File: config.mk
export PLATFORM = sky130hd
export DESIGN_NAME = oqpsk_dsss_mod
export DESIGN_NICKNAME = d
export VERILOG_FILES = /design/src/rtl/oqpsk_pkg.sv /design/src/rtl/oqpsk_rate_gen.sv /design/src/rtl/oqpsk_symbol_feed.sv /design/src/rtl/oqpsk_pulse_shaper.sv /design/src/rtl/oqpsk_dsss_mod.sv
export SDC_FILE = /design/constraint.sdc
export NUM_CORES = 1
export LEC_CHECK = 0
export ABC_CLOCK_PERIOD_IN_PS = 3000
export BUFFER_PORTS_ARGS = -buffer_cell sky130_fd_sc_hd__buf_2
export CAP_MARGIN = 10
export CELL_PAD_IN_SITES_DETAIL_PLACEMENT = 1
export CELL_PAD_IN_SITES_GLOBAL_PLACEMENT = 2
export CORE_UTILIZATION = 46
export CTS_CLUSTER_SIZE = 25
export DETAILED_ROUTE_END_ITERATION = 12
export GPL_ROUTABILITY_DRIVEN = 0
export PLACE_DENSITY_LB_ADDON = 0.2
export SETUP_SLACK_MARGIN = 0.4
export SLEW_MARGIN = 20
export SYNTH_ARGS = -nofsm -noshare
export SYNTH_HDL_FRONTEND = slang
export SYNTH_SLANG_ARGS = --single-unit
File: constraint.sdc
create_clock -name clk_i -period 3 [get_ports clk_i]
set_input_delay 0 -clock clk_i [delete_from_list [all_inputs] [get_ports clk_i]]
set_output_delay 0 -clock clk_i [all_outputs]
set_load 0.03 [all_outputs]
File: src/rtl/oqpsk_pkg.sv
package oqpsk_pkg;
  localparam int CHIPS   = 32;
  localparam int SPC     = 4;             // samples per chip period
  localparam int SPS     = CHIPS * SPC;   // samples per symbol
  localparam int DAC_W   = 6;
  localparam int CNT_W   = $clog2(SPS);

  // code for symbol: rotate base by 4 chips per step, odd chips flipped for upper half
  function automatic logic [CHIPS-1:0] chip_seq(input logic [CHIPS-1:0] base,
                                                input logic [3:0] sym);
    logic [CHIPS-1:0] r;
    r = base;
    for (int k = 0; k < 7; k++)
      if (k < int'(sym[2:0])) r = {r[CHIPS-5:0], r[CHIPS-1:CHIPS-4]};
    if (sym[3]) r = r ^ {(CHIPS/2){2'b10}};
    return r;
  endfunction

  // quarter of a half-sine, amplitude 31, midpoint-sampled
  function automatic logic [DAC_W-2:0] qw_mag(input logic [1:0] idx);
    case (idx)
      2'd0:    return 5'd6;
      2'd1:    return 5'd17;
      2'd2:    return 5'd26;
      default: return 5'd30;
    endcase
  endfunction
endpackage

File: src/rtl/oqpsk_rate_gen.sv
module oqpsk_rate_gen #(
  parameter int DIV = 2
) (
  input  logic clk_i,
  input  logic rst_ni,
  output logic se_o
);
  localparam int W = (DIV > 1) ? $clog2(DIV) : 1;
  logic [W-1:0] cnt_q;

  always_ff @(posedge clk_i or negedge rst_ni) begin
    if (!rst_ni)                    cnt_q <= '0;
    else if (cnt_q == W'(DIV - 1))  cnt_q <= '0;
    else                            cnt_q <= cnt_q + 1'b1;
  end

  assign se_o = (cnt_q == W'(DIV - 1));

  generate
    if (DIV > 1) begin : g_gap
      p_strobe_gap_r1: assert property (@(posedge clk_i) disable iff (!rst_ni)
        se_o |=> !se_o);
    end
  endgenerate
endmodule

File: src/rtl/oqpsk_symbol_feed.sv
module oqpsk_symbol_feed
  import oqpsk_pkg::*;
#(
  parameter logic [CHIPS-1:0] CHIP_BASE = 32'h744A_C39B
) (
  input  logic             clk_i,
  input  logic             rst_ni,
  input  logic             se_i,
  input  logic             start_i,
  input  logic [7:0]       byte_i,
  input  logic             valid_i,
  input  logic             last_i,
  output logic             ready_o,
  output logic             sym_act_o,
  output logic [CNT_W-1:0] cnt_o,
  output logic [CHIPS-1:0] chips_o
);
  logic             frame_q, held_q, hi_q, last_q, sym_act_q;
  logic [7:0]       byte_q;
  logic [CNT_W-1:0] cnt_q;
  logic [CHIPS-1:0] chips_q;
  logic             acc, bnd;

  assign ready_o = frame_q && !held_q;
  assign acc     = valid_i && ready_o;
  assign bnd     = se_i && (!sym_act_q || cnt_q == CNT_W'(SPS - 1));

  always_ff @(posedge clk_i or negedge rst_ni) begin
    if (!rst_ni) begin
      frame_q   <= 1'b0;
      held_q    <= 1'b0;
      hi_q      <= 1'b0;
      last_q    <= 1'b0;
      sym_act_q <= 1'b0;
      byte_q    <= '0;
      cnt_q     <= '0;
      chips_q   <= '0;
    end else begin
      if (start_i && !frame_q) frame_q <= 1'b1;
      if (acc) begin
        byte_q <= byte_i;
        held_q <= 1'b1;
        last_q <= last_i;
        hi_q   <= 1'b0;
      end
      if (se_i && sym_act_q) cnt_q <= cnt_q + 1'b1;
      if (bnd) begin
        cnt_q <= '0;
        if (held_q) begin
          sym_act_q <= 1'b1;
          chips_q   <= chip_seq(CHIP_BASE, hi_q ? byte_q[7:4] : byte_q[3:0]);
          hi_q      <= ~hi_q;
          if (hi_q) begin
            held_q <= 1'b0;
            if (last_q) frame_q <= 1'b0;
          end
        end else begin
          sym_act_q <= 1'b0;
        end
      end
    end
  end

  assign sym_act_o = sym_act_q;
  assign cnt_o     = cnt_q;
  assign chips_o   = chips_q;

  p_accept_blocks_r3: assert property (@(posedge clk_i) disable iff (!rst_ni)
    acc |=> !ready_o);
  p_no_gap_r9: assert property (@(posedge clk_i) disable iff (!rst_ni)
    (bnd && held_q) |=> (sym_act_q && cnt_q == '0));
  p_closed_no_ready_r3: assert property (@(posedge clk_i) disable iff (!rst_ni)
    (!frame_q && !start_i) |=> !ready_o);
endmodule

File: src/rtl/oqpsk_pulse_shaper.sv
module oqpsk_pulse_shaper
  import oqpsk_pkg::*;
(
  input  logic                    clk_i,
  input  logic                    rst_ni,
  input  logic                    se_i,
  input  logic                    sym_act_i,
  input  logic [CNT_W-1:0]        cnt_i,
  input  logic [CHIPS-1:0]        chips_i,
  output logic                    strobe_o,
  output logic signed [DAC_W-1:0] i_o,
  output logic signed [DAC_W-1:0] q_o
);
  logic [CNT_W-4:0]        pair;
  logic [2:0]              ph;
  logic                    ci, cq;
  logic [DAC_W-2:0]        mag;
  logic signed [DAC_W-1:0] pos, i_pre, q_pre, i_q;
  logic signed [DAC_W-1:0] qd [SPC+1];
  logic                    strobe_q;

  assign pair  = cnt_i[CNT_W-1:3];
  assign ph    = cnt_i[2:0];
  assign ci    = chips_i[{pair, 1'b0}];
  assign cq    = chips_i[{pair, 1'b1}];
  assign mag   = qw_mag(ph[2] ? ~ph[1:0] : ph[1:0]);
  assign pos   = {1'b0, mag};
  assign i_pre = !sym_act_i ? '0 : (ci ? pos : -pos);
  assign q_pre = !sym_act_i ? '0 : (cq ? pos : -pos);

  always_ff @(posedge clk_i or negedge rst_ni) begin
    if (!rst_ni) begin
      i_q      <= '0;
      qd[0]    <= '0;
      strobe_q <= 1'b0;
    end else begin
      strobe_q <= se_i;
      if (se_i) begin
        i_q   <= i_pre;
        qd[0] <= q_pre;
      end
    end
  end

  // Q lags I by one chip period: SPC extra sample stages
  generate
    for (genvar k = 1; k <= SPC; k++) begin : g_qdly
      always_ff @(posedge clk_i or negedge rst_ni) begin
        if (!rst_ni)   qd[k] <= '0;
        else if (se_i) qd[k] <= qd[k-1];
      end
    end
  endgenerate

  assign strobe_o = strobe_q;
  assign i_o      = i_q;
  assign q_o      = qd[SPC];

  p_idle_zero_r10: assert property (@(posedge clk_i) disable iff (!rst_ni)
    (se_i && !sym_act_i) |=> (i_o == '0));
  p_active_pulse_r7: assert property (@(posedge clk_i) disable iff (!rst_ni)
    (se_i && sym_act_i) |=> (i_o != '0));
  p_hold_between_r1: assert property (@(posedge clk_i) disable iff (!rst_ni)
    !se_i |=> ($stable(i_o) && $stable(q_o)));
  p_strobe_follows_r1: assert property (@(posedge clk_i) disable iff (!rst_ni)
    strobe_o |-> $past(se_i));
endmodule

File: src/rtl/oqpsk_dsss_mod.sv
module oqpsk_dsss_mod
  import oqpsk_pkg::*;
#(
  parameter int               DIV       = 2,
  parameter logic [CHIPS-1:0] CHIP_BASE = 32'h744A_C39B
) (
  input  logic       clk_i,
  input  logic       rst_ni,
  input  logic       start_i,
  input  logic [7:0] data_i,
  input  logic       valid_i,
  input  logic       last_i,
  output logic       ready_o,
  output logic       sample_en_o,
  output logic [5:0] i_o,
  output logic [5:0] q_o
);
  logic             se, sym_act;
  logic [CNT_W-1:0] cnt;
  logic [CHIPS-1:0] chips;
  logic signed [DAC_W-1:0] i_s, q_s;

  oqpsk_rate_gen #(.DIV(DIV)) i_rate (
    .clk_i (clk_i),
    .rst_ni(rst_ni),
    .se_o  (se)
  );

  oqpsk_symbol_feed #(.CHIP_BASE(CHIP_BASE)) i_feed (
    .clk_i    (clk_i),
    .rst_ni   (rst_ni),
    .se_i     (se),
    .start_i  (start_i),
    .byte_i   (data_i),
    .valid_i  (valid_i),
    .last_i   (last_i),
    .ready_o  (ready_o),
    .sym_act_o(sym_act),
    .cnt_o    (cnt),
    .chips_o  (chips)
  );

  oqpsk_pulse_shaper i_shaper (
    .clk_i    (clk_i),
    .rst_ni   (rst_ni),
    .se_i     (se),
    .sym_act_i(sym_act),
    .cnt_i    (cnt),
    .chips_i  (chips),
    .strobe_o (sample_en_o),
    .i_o      (i_s),
    .q_o      (q_s)
  );

  assign i_o = i_s;
  assign q_o = q_s;
endmodule

; ---- Word-level counts from Yosys, hierarchy flattened
; Index checks and enable logic that the tools add are counted.
[word_totals]
regBits = 90
in_bits = 13
out_inout_bits = 14
elab_cells = 83
[classes]
addsub = 3
order_cmp = 9
eq_ne = 3
muxes = 37
n_bitwise = 3
reduce_logical = 12
[op_table]
columns = op, count
row1 = $mux 32, 9
row2 = $mux 30, 1
row3 = $mux 6, 4
row4 = $mux 1, 16
row5 = $not 16->16, 1
row6 = $pmux 5 s3, 1
row7 = $mux 7, 2
row8 = $lt 5x6->1 const B, 2
row9 = $lt 3x3->1 const A, 3
row10 = $bmux 1 s4, 2
row11 = $add 7x1->7 const B, 1
row12 = $eq 7x7->1 const B, 1
row13 = $lt 1x3->1 const A, 2
row14 = $lt 2x3->1 const A, 2
row15 = $neg 5->6, 1
row16 = $logic_and 1x1->1, 5
row17 = $mux 4, 1
row18 = $logic_not 1->1, 3
row19 = $eq 2x1->1 const B, 1
row20 = $eq 2x2->1 const B, 1
row21 = $logic_not 2->1, 1
row22 = $mux 2, 1
row23 = $not 2->2, 1
row24 = $reduce_and 2->1, 1
row25 = 4 further kinds, 4

; ---- Longest topological paths before layout
; Gate-level depths: netlist of the first run.
[logic_depth]
ltp_word = 13
mapped_depth = 8

; ---- Modules after synthesis
; A second synthesis of the first run with hierarchy kept.
[unflattened]
cells_unflattened = 360
hier_area_um2 = 4354.2
[modules_own_cells]
columns = mod, instances, cells_each, area_per_inst_um2, seq_area_each_um2
row1 = oqpsk_symbol_feed, 1, 225, 2479.9, 1301.2
row2 = oqpsk_pulse_shaper, 1, 133, 1845.5, 900.9
row3 = oqpsk_rate_gen, 1, 2, 28.8, 25.0

; ---- Worst setup path before layout of the first run
; OpenSTA, ideal clock, no wires.
[synth_timing]
path_type = register -> register
from = register i_feed.cnt_q[0] (netlist: i_feed.cnt_o[0])
to = register i_feed.chips_q[29] (netlist: i_feed.chips_o[29])
setup_time_ns = 0.125
t_arrival_ns = 1.777
required_ns = 2.875
slack_ns = 1.099
path_stages_with_launch = 8
path_buffers = 2
synth_period_minus_slack_ns = 1.901
cell_sequence = dfrtp_1 > ha_1 > nand4_1 > o32ai_2 > and2_1 > buf_4 > buf_6 > mux2_2
[synth_between]
elab_chain_len = 4
[synth_lines]
columns = element, line
row1 = "start, declared", oqpsk_symbol_feed.sv:20  ; logic [CNT_W-1:0] cnt_q;
row2 = "start signal, assigned", oqpsk_symbol_feed.sv:46  ; if (se_i && sym_act_q) cnt_q <= cnt_q + 1'b1;
row3 = $eq 7x7->1, oqpsk_symbol_feed.sv:26  ; assign bnd = se_i && (!sym_act_q || cnt_q == CNT_W'(SPS - 1));
row4 = $logic_or 1x1->1, oqpsk_symbol_feed.sv:26
row5 = $logic_and 1x1->1, oqpsk_symbol_feed.sv:26
row6 = $reduce_and 2->1 (no line), -
row7 = "end signal, assigned", oqpsk_symbol_feed.sv:51  ; chips_q <= chip_seq(CHIP_BASE, hi_q ? byte_q[7:4] : byte_q[3:0]);
row8 = "end, declared", oqpsk_symbol_feed.sv:21  ; logic [CHIPS-1:0] chips_q;
; Every way passes these cells.
; A chain may end at the register's enable or synchronous reset.

; ---- Final worst setup path of the first run
[layout_timing]
from = register i_feed.hi_q
to = register i_feed.chips_q[29] (netlist: i_feed.chips_o[29])
[layout_between]
elab_chain_len = 13
elab_cells_between_ends = 19
[layout_lines]
columns = element, line
row1 = "start, declared", oqpsk_symbol_feed.sv:18  ; logic frame_q, held_q, hi_q, last_q, sym_act_q;
row2 = "start signal, assigned", oqpsk_symbol_feed.sv:52  ; hi_q <= ~hi_q;
row3 = $mux 4 *, oqpsk_symbol_feed.sv:51
row4 = $lt 1x3->1, oqpsk_pkg.sv:14  ; if (k < int'(sym[2:0])) r = {r[CHIPS-5:0], r[CHIPS-1:CHIPS-4]};
row5 = $mux 30, oqpsk_pkg.sv:14
row6 = $mux 32 (6 in series), oqpsk_pkg.sv:14
row7 = $mux 32, oqpsk_symbol_feed.sv:49  ; if (held_q) begin
row8 = $mux 32, oqpsk_symbol_feed.sv:47  ; if (bnd) begin
row9 = $not 16->16 (no line), -
row10 = $mux 32 *, oqpsk_pkg.sv:15  ; if (sym[3]) r = r ^ {(CHIPS/2){2'b10}};
; Every way passes the cells marked *; elsewhere a longest branch is shown, timed or not. The select of a mux whose other input is x is not followed.

==> results of run 1 <==
[per-stage QoR]
step / std cells / util / setup slack (ns) / total power, mW
global placement: 483 / 0.4960 / 0.7320 / 5.393
global route: 511 / 0.5308 / 0.5443 / 6.837
detailed placement: 483 / 0.4960 / 0.6818 / 5.520
floorplan: 348 / - / 1.099 / 4.846
finish: 511 / 0.5308 / 0.7060 / 6.332
CTS: 511 / 0.5308 / 0.6477 / 6.422
[cell usage in the layout, fill, tap and decap left out, types with 2 or more instances in the layout]
cell type	n
and3_1	2
o2bb2ai_1	3
mux2i_2	2
xnor2_1	18
maj3_1	2
a22oi_2	2
a221o_1	6
inv_1	8
mux2_1	7
clkinv_4	2
dfrtp_1	89
dlygate4sd3_1	12
nand3b_1	2
mux2_4	6
buf_2	25
nand3_1	4
buf_4	7
a22oi_4	2
clkbuf_8	10
nor2_1	15
nand2b_1	2
mux4_2	8
mux2i_4	2
a22o_1	4
a21oi_1	35
and2_2	2
ha_1	6
mux2_2	39
clkinv_2	2
xor2_1	3
mux2i_1	7
nand2_1	16
xnor2_4	2
a31oi_1	3
o21ai_0	6
a21boi_1	2
[critical path, cell delays in order (launching register included)]
cell and delay (ns):
dfrtp_1 0.74, mux2i_4 0.73, nand2_1 0.25, xor2_1 0.19
mux2_2 0.26
[kinds of logic (layout without fill, tap and decap cells)]
group	count (synthesis)	in the layout	synth area share
XOR/XNOR	23	23	0.05349
AO/OA/AOI/OAI	68	68	0.1064
AND/OR/NAND/NOR	54	54	0.06049
multiplexers	71	71	0.2075
flip-flops	89	89	0.4985
buffers and inverters	35	69	0.05237
adder cells (fa/ha/maj)	8	8	0.02128
[worst max path at each step]
| stage | start | to | slack [ns] | cells after the start |
|---|---|---|---|---|
| after CTS | i_feed.hi_q | i_feed.chips_o[29] | 0.65 | 4 |
| after global placement | i_feed.hi_q | i_feed.chips_o[29] | 0.73 | 4 |
| after detailed placement | i_feed.hi_q | i_feed.chips_o[29] | 0.68 | 4 |
| final | i_feed.hi_q | i_feed.chips_o[29] | 0.71 | 4 |
| after floorplan | i_feed.cnt_o[0] | i_feed.chips_o[29] | 1.10 | 7 |
| after global routing | i_feed.hi_q | i_feed.chips_o[28] | 0.54 | 4 |
[timing repair]
action                                 in CTS  in global routing
setup buffers                               0                  0
endpoints found under the hold margin      56                  0
hold buffers                               12                  0
gates resized for setup                     0                  0
[where the power goes]
part | total, mW | switching [mW] | internal, mW
logic | 3.25 | 1.64 | 1.61
clock network | 0.856 | 0.445 | 0.411
registers | 2.22 | 0.460 | 1.76
total | 6.33 | 2.55 | 3.78
[final cells by class]
cell class                      count  area (µm²)  share of cell area
Sequential cell                    89        2227              0.4498
Multi-Input combinational cell    224        2011              0.4061
Timing Repair Buffer               45       317.8             0.06419
Tap cell                          129       161.4             0.03260
Clock buffer                       10       137.6             0.02780
Clock inverter                      6       66.31             0.01339
Inverter                            8       30.03            0.006065
[registers in the layout, summed over array words and instances (netlist names)]
signal and cells:
i_shaper.i_o 5, i_feed.sym_act_o 1, i_feed.held_q 1, i_feed.frame_q 1, i_feed.byte_q 8, i_shaper.strobe_o 1
i_feed.chips_o 32, i_shaper.qd 24, i_feed.hi_q 1, i_feed.last_q 1, i_feed.cnt_o 7, i_rate.se_o 1
i_shaper.q_o 6
[layer usage]
layer  vias up  global-route usage
li1       1287                   -
met3        11             0.02774
met5         -                   0
met4         0             0.08250
met2        40              0.3361
met1      1452              0.2869
==> results.py, run 1 <==
metrics = {
    "logic_synthesis": {
        "synth_nets": 367,
        "avgSynthCellArea_um2": 12.84,
        "synth_edf_count": 0,
        "ys_warn_count": 0,
        "synth_most_common_cell": "dfrtp_1",
        "synth_area_leaders": "dfrtp_1 50%, mux2_2 9.8%, mux4_2 4.0%",
        "synth_cells": 348,
        "synth_common_cells": "89 x dfrtp_1, 39 x mux2_2, 35 x a21oi_1",
        "syn_area_um2": 4468,
        "synth_top_cell_area_share": 0.4985,
        "synth-seq-area-share": 0.4985,
        "synth_flop_cell": "dfrtp_1",
        "ys_types": 52,
        "yosysTopAreaCell": "dfrtp_1",
        "synth.ff_latch_count": 89,
        "synth_async_sr_flop_share": 1.000,
    },
    "critical_path": {
        "end_kind": "flip-flop",
        "arrival_ns": 2.54,
        "path_class": "reg -> reg",
        "rrSetupSlack_ns": 0.71,
        "reg2reg_to": "i_feed.chips_o[29]",
        "rr_startpoint": "i_feed.hi_q",
        "cp.required_ns": 3.25,
        "reg2regPathDepth": 4,
        "cp_max_fo": 18,
        "worstSetupStartpointType": "flip-flop",
    },
    "grt": {
        "grt_pass1_wl_um": 16070,
        "grt_pass1_vias": 3016,
        "antenna_found_initial": 0,
        "grt_usage": 0.2086,
        "grt_overflow": 0,
        "grt_max_degree": 48,
    },
    "timing": {
        "drv_slew": 0,
        "maxSlewHeadroom": 0.4775,
        "fin_crit_sh": 0.7647,
        "hold_viol_final": 0,
        "rsz0062_at_grt": "no",
        "tightest_slew_ns": 0.7685,
        "setup_violations": 0,
        "finalCriticalPeriod_ns": 2.294,
        "clock_skew_ns": 0.01255,
        "holdWs_ns": 0.2062,
        "fmax_mhz": 435.9,
        "setup_tns_ns": 0,
    },
    "clock_tree": {
        "cts_root_buffer": "clkbuf_8",
        "cts.sinks": 89,
        "cts_tree": "done",
        "clk_path_buf_depth": 2,
        "h-tree-depth": 3,
        "cts_buffers": 9,
        "clkTransAtPathRegs_ns": 0.09,
        "clock_latency_ns": 0.36,
    },
    "routing": {
        "wl_per_cell_um": 18.14,
        "drtIter0Drc": 99,
        "avgViaCountPerCell": 5.460,
        "met1_length_um": 4359,
        "met3_length_um": 232,
        "vias": 2790,
        "dr.pass1.iters": 4,
        "drc": 0,
        "drt-total-wl_um": 9271,
        "wl_met2_um": 4513,
        "dr.max_layer_used": "met4",
        "antenna_left": 0,
    },
    "floorplan": {
        "dieArea_um2": 10110,
        "core_um2": 9328,
        "die_h_um": 100.6,
        "ios": 27,
        "initial_core_util": 0.4790,
        "die_w_um": 100.6,
        "rows": 35,
    },
    "cells_and_area": {
        "fin_area_um2": 4951,
        "nets": 396,
        "antennaDiodeCount": 0,
        "area_growth_pct": 10.81,
        "drive_gt1_frac": 0.3141,
        "nFillCells": 946,
    },
    "place": {
        "port_buffers": 26,
        "dp_hpwl_um": 6154,
        "dpl_cell_area_um2": 4627,
    },
    "power_and_ir_drop": {
        "ir_drop_mv": 0.8343,
        "p_leak_nw": 2.129,
        "p_per_area_nw_per_um2": 1279,
    },
    "job": {
        "maxCapViolCount": 0,
    },
    "status": {
        "outcome": "completed",
    },
    "min_path": {
        "hp-class": "in -> async",
    },
}
No activity file was read; power rests on OpenSTA's default activity.
==> inputs of run 2 (changes only) <==
ABC_CLOCK_PERIOD_IN_PS = 2150   (was 3000)
CORE_UTILIZATION = 43   (was 46)
clock period = 2.15 ns   (was 3 ns; I/O delays follow)
==> run 2 against run 1 <==
Count of clock-buffer cells in the layout down 1. Non-clock buffer count up 29. Maximum frequency up 21%. Final area up 11%. Cell count up 6.5%. Worst hold slack worse by 0.025 ns. Clock power up 33%.
==> results.py, run 2 (same netlist as run 1, synthesis figures left out) <==
metrics = {
    "cells_and_area": {
        "area_growth_pct": 23.19,
        "largest_reg_flops": 32,
        "antennaDiodeCount": 0,
        "mostFrequentLayoutCells": "87 x dfrtp_1, 34 x mux2_2, 25 x buf_2",
        "nets": 425,
        "final_common_cell": "dfrtp_1",
        "drive_gt1_frac": 0.4331,
        "nFillCells": 998,
        "multi_input_area_um2": 2170,
        "regArea_um2": 2230,
    },
    "critical_path": {
        "path_class": "reg -> reg",
        "end_kind": "flip-flop",
        "cp_max_fo": 5,
        "arrival_ns": 2.16,
        "cp.required_ns": 2.41,
        "worstSetupStartpointType": "flip-flop",
    },
    "timing": {
        "clock_skew_ns": 0.01068,
        "hold_viol_final": 0,
        "setup_tns_ns": 0,
        "fmax_mhz": 527.5,
        "finalCriticalPeriod_ns": 1.896,
        "maxSlewHeadroom": 0.6373,
        "rsz0062_at_grt": "yes",
        "fin_crit_sh": 0.8817,
        "drv_slew": 0,
        "setup_violations": 0,
        "setup_slack_ns": 0.2542,
        "tightest_slew_ns": 0.5441,
    },
    "routing": {
        "avgViaCountPerCell": 5.342,
        "drt-total-wl_um": 10170,
        "vias": 2906,
        "wl_per_cell_um": 18.69,
        "antenna_left": 0,
        "dr.pass1.iters": 4,
        "drtIter0Drc": 69,
        "drc": 0,
    },
    "power_and_ir_drop": {
        "p_int_mw": 5.907,
        "clock_power_share": 0.115,
        "ir_drop_mv": 0.8931,
        "p_leak_nw": 2.370,
        "power_frac_comb": 0.585,
        "switchingPower_mw": 4.035,
        "seq_power_share": 0.301,
        "p_sw_frac": 0.4059,
        "p_per_area_nw_per_um2": 1806,
    },
    "clock_tree": {
        "cts.sinks": 89,
        "cts_tree": "done",
        "h-tree-depth": 3,
        "clkTransAtPathRegs_ns": 0.10,
        "clock_latency_ns": 0.37,
        "cts_buffers": 9,
        "cts_root_buffer": "clkbuf_8",
        "clk_path_buf_depth": 2,
    },
    "min_path": {
        "hp-class": "in -> async",
    },
    "grt": {
        "grt_pass1_wl_um": 16170,
        "grt_pass1_vias": 3128,
        "grt_overflow": 0,
        "antenna_found_initial": 0,
        "grt_usage": 0.1920,
        "grt_max_degree": 49,
    },
    "floorplan": {
        "initial_core_util": 0.4509,
        "die_w_um": 103.9,
        "dieArea_um2": 10800,
        "ios": 27,
        "die_h_um": 103.9,
        "core_um2": 9910,
        "rows": 36,
    },
    "job": {
        "maxCapViolCount": 0,
    },
    "status": {
        "outcome": "completed",
    },
    "place": {
        "dp_hpwl_um": 6136,
        "port_buffers": 26,
        "place_ws_ns": 0.1440,
    },
}
-- run 2: cell count changes in the layout (fill, tap and decap cells not counted), moves of 5 or more --
cell       previous run  this run
buf_4                 7        22
mux2_4                6        18
a21oi_1              35        24
a21oi_2               0        11
mux2_1                7         0
clkbuf_16             0         5
mux2_2               39        34
-- run 2: routing by layer --
layer,global-route usage,share of wire,up-vias
li1,-,-,1353
met1,0.2475,0.45,1496
met2,0.3262,0.51,44
met3,0.03258,0.028,13
met4,0.06735,0.013,0
met5,0,0,-
-- run 2: path summary, 6_finish.rpt --
path                                      end            start  depth (start not counted)  slack, ns
max                           i_shaper.qd[26]  i_feed.cnt_o[3]                          5       0.25
min                           i_shaper.qd[22]           rst_ni                          2       0.18
max reg2reg                   i_shaper.qd[26]  i_feed.cnt_o[3]                          5       0.25
min reg2reg                    i_feed.frame_q    i_feed.last_q                          1       0.48
max in group asynchronous  i_feed.chips_o[12]           rst_ni                          3       1.31
min in group clk_i           i_feed.byte_q[4]        data_i[4]                          3       0.39
-- run 2: layout make-up --
class | instances | area share
clock inverters | 7 | 0.01318
clock buffers | 9 | 0.02251
well taps | 133 | 0.03023
inverters | 8 | 0.005456
multi-input cells | 224 | 0.3942
repair buffers | 74 | 0.1293
flip-flops and latches | 89 | 0.4051
-- run 2: critical path, stage by stage (launching register included) --
cell and delay, ns:
dfrtp_2 0.46, buf_12 0.14, mux4_2 0.51, a22oi_2 0.30
a21oi_1 0.11, a221o_1 0.27
-- run 2: per-stage QoR --
stage | utilization | hold slack (ns) | total power, mW | instances | cell area [µm²]
after floorplan | - | -0.2956 | 6.801 | 348 | 4489
after global placement | 0.4770 | 0.01158 | 7.708 | 495 | 4727
after detailed placement | 0.4770 | 0.01690 | 7.859 | 495 | 4727
after CTS | 0.5255 | 0.1550 | 9.358 | 534 | 5207
after global routing | 0.5554 | 0.2180 | 10.66 | 544 | 5504
final | 0.5554 | 0.1814 | 9.942 | 544 | 5504
-- run 2: what timing repair did --
action,in CTS,in global routing
cloned,1,5
endpoints found under the setup margin,43,45
gates resized for setup,12,33
buffers inserted,10,5
hold buffers,12,0
hold endpoints to repair,52,0
pin swaps,6,10
-- run 2: power groups by stage --
stage | Combinational, mW | Sequential, mW | Clock (mW)
final | 5.81 | 2.99 | 1.14
after global routing | 6.32 | 3.10 | 1.24
after CTS | 5.20 | 2.97 | 1.18
after detailed placement | 4.86 | 3.00 | 0
after global placement | 4.75 | 2.96 | 0
after floorplan | 3.90 | 2.90 | 0
==> inputs of run 3 (changes only) <==
CORE_MARGIN = 1   (was default)
RECOVER_POWER = 100   (was default)
==> run 3 against run 2 <==
Clock power barely moved. Total power fell by 3.4%. First-iteration DRC count rose by 10%. Combinational power fell by 5.5%. Register-to-register slack got worse by 0.06 ns. Sequential power barely moved. Core utilization fell by 1.6 points. Maximum frequency fell by 3.0%. Flip-flop and latch count did not move. Largest power group unchanged. Die area did not move. Sequential share of layout area rose by 1.2 points.
==> results.py, run 3 (same netlist as run 1, synthesis figures left out) <==
metrics = {
    "status": {
        "outcome": "completed",
    },
    "cells_and_area": {
        "area_growth_pct": 19.74,
        "mostFrequentLayoutCells": "87 x dfrtp_1, 34 x mux2_2, 32 x a21oi_1",
        "nFillCells": 1015,
        "multi_input_area_um2": 2049,
        "regArea_um2": 2230,
        "nets": 425,
        "instances_no_fill": 544,
        "final_common_cell": "dfrtp_1",
        "antennaDiodeCount": 0,
        "drive_gt1_frac": 0.3431,
        "largest_reg_flops": 32,
    },
    "clock_tree": {
        "cts_buffers": 9,
        "cts_root_buffer": "clkbuf_8",
        "h-tree-depth": 3,
        "clk_path_buf_depth": 2,
        "cts_tree": "done",
        "clkTransAtPathRegs_ns": 0.10,
        "cts.sinks": 89,
        "clock_latency_ns": 0.37,
    },
    "power_and_ir_drop": {
        "clock_power_share": 0.119,
        "seq_power_share": 0.310,
        "p_sw_frac": 0.4051,
        "p_leak_nw": 2.260,
        "p_int_mw": 5.713,
        "p_per_area_nw_per_um2": 1795,
        "ir_drop_mv": 0.8807,
        "power_frac_comb": 0.572,
        "finalPower_mw": 9.604,
        "switchingPower_mw": 3.891,
    },
    "timing": {
        "setup_violations": 0,
        "rsz0062_at_grt": "yes",
        "fin_crit_sh": 0.9095,
        "finalCriticalPeriod_ns": 1.955,
        "clock_skew_ns": 0.01021,
        "maxSlewHeadroom": 0.2965,
        "setup_tns_ns": 0,
        "drv_slew": 0,
        "tightest_slew_ns": 1.055,
        "fmax_mhz": 511.4,
        "hold_viol_final": 0,
    },
    "grt": {
        "grt_max_degree": 49,
        "grt_pass1_vias": 3128,
        "grt_overflow": 0,
        "grt_usage": 0.1920,
        "grt_pass1_wl_um": 16170,
        "antenna_found_initial": 0,
    },
    "place": {
        "port_buffers": 26,
        "dp.cells": 495,
        "dp_hpwl_um": 6136,
    },
    "floorplan": {
        "die_h_um": 103.9,
        "dieArea_um2": 10800,
        "rows": 36,
        "die_w_um": 103.9,
        "core_um2": 9910,
        "ios": 27,
        "initial_core_util": 0.4509,
    },
    "critical_path": {
        "cp.required_ns": 2.41,
        "cpPeakStageDelay_ns": 0.39,
        "cp-endpoint": "i_feed.chips_o[30]",
        "rrSetupSlack_ns": 0.19,
        "end_kind": "flip-flop",
        "cp_max_fo": 8,
        "cp_cell_sequence": "ha_1 -> nand4_1 -> o32ai_1 -> and2_4 -> clkbuf_16 -> mux2_1",
        "timing.critical_path.buf_inv": 1,
        "path_class": "reg -> reg",
        "rr_startpoint": "i_feed.cnt_o[1]",
        "worstSetupStartpointType": "flip-flop",
        "critPathLaunch": "i_feed.cnt_o[1]",
        "crit_slowest_cell": "dfrtp_1",
        "arrival_ns": 2.21,
        "reg2reg_to": "i_feed.chips_o[30]",
        "reg2regPathDepth": 6,
        "cp_top_family": "simple AND/OR/NAND/NOR gates",
        "cp.depth": 6,
    },
    "routing": {
        "drtIter0Drc": 76,
        "antenna_left": 0,
        "drc": 0,
        "drt-total-wl_um": 10210,
        "vias": 2930,
        "wl_per_cell_um": 18.77,
        "dr.pass1.iters": 5,
        "avgViaCountPerCell": 5.386,
    },
    "job": {
        "maxCapViolCount": 0,
    },
    "min_path": {
        "hp-class": "in -> async",
    },
}
-- run 3: cell type report --
| type | instances | area share |
|---|---|---|
| clock buffer | 9 | 0.02315 |
| clock inverter | 7 | 0.01356 |
| inverter | 8 | 0.005613 |
| multi-input combinational | 224 | 0.3831 |
| sequential | 89 | 0.4167 |
| tap | 133 | 0.03110 |
| timing repair buffer | 74 | 0.1268 |
-- run 3: what timing repair did --
item | in CTS | in global routing
gates cloned | 1 | 5
endpoints found under the setup margin | 43 | 45
buffers inserted | 10 | 5
resized for setup | 12 | 33
hold buffers | 12 | 0
pin swaps | 6 | 10
hold endpoints to repair | 52 | 0
-- run 3: worst min-delay path by stage --
stage / from / to / depth (start not counted)
floorplan: rst_ni / i_feed.byte_q[0] / 0
global placement: rst_ni / i_rate.se_o / 1
detailed placement: rst_ni / i_shaper.qd[22] / 1
CTS: rst_ni / i_shaper.qd[22] / 2
global route: data_i[2] / i_feed.byte_q[2] / 3
finish: rst_ni / i_shaper.qd[22] / 2
-- run 3: per-layer routing --
metal  share of wire  track usage
met3           0.028      0.03258
met5               0            0
met4           0.013      0.06735
met1            0.45       0.2475
met2            0.51       0.3262
-- run 3: per-stage QoR --
stage	instance area, µm²	util	hold WS, ns	setup slack (ns)
3_3_place_gp	4727	0.4770	0.01158	0.2218
4_1_cts	5207	0.5255	0.1550	0.2481
3_5_place_dp	4727	0.4770	0.01690	0.1440
2_1_floorplan	4489	-	-0.2956	0.2632
5_1_grt	5350	0.5399	0.3849	0.1098
6_report	5350	0.5399	0.3748	0.1946
-- run 3: power by group through the flow --
| stage | Clock (mW) | Combinational, mW | Sequential (mW) |
|---|---|---|---|
| floorplan | 0 | 3.90 | 2.90 |
| global placement | 0 | 4.75 | 2.96 |
| detailed placement | 0 | 4.86 | 3.00 |
| CTS | 1.18 | 5.20 | 2.97 |
| global route | 1.24 | 5.99 | 3.08 |
| finish | 1.14 | 5.49 | 2.98 |
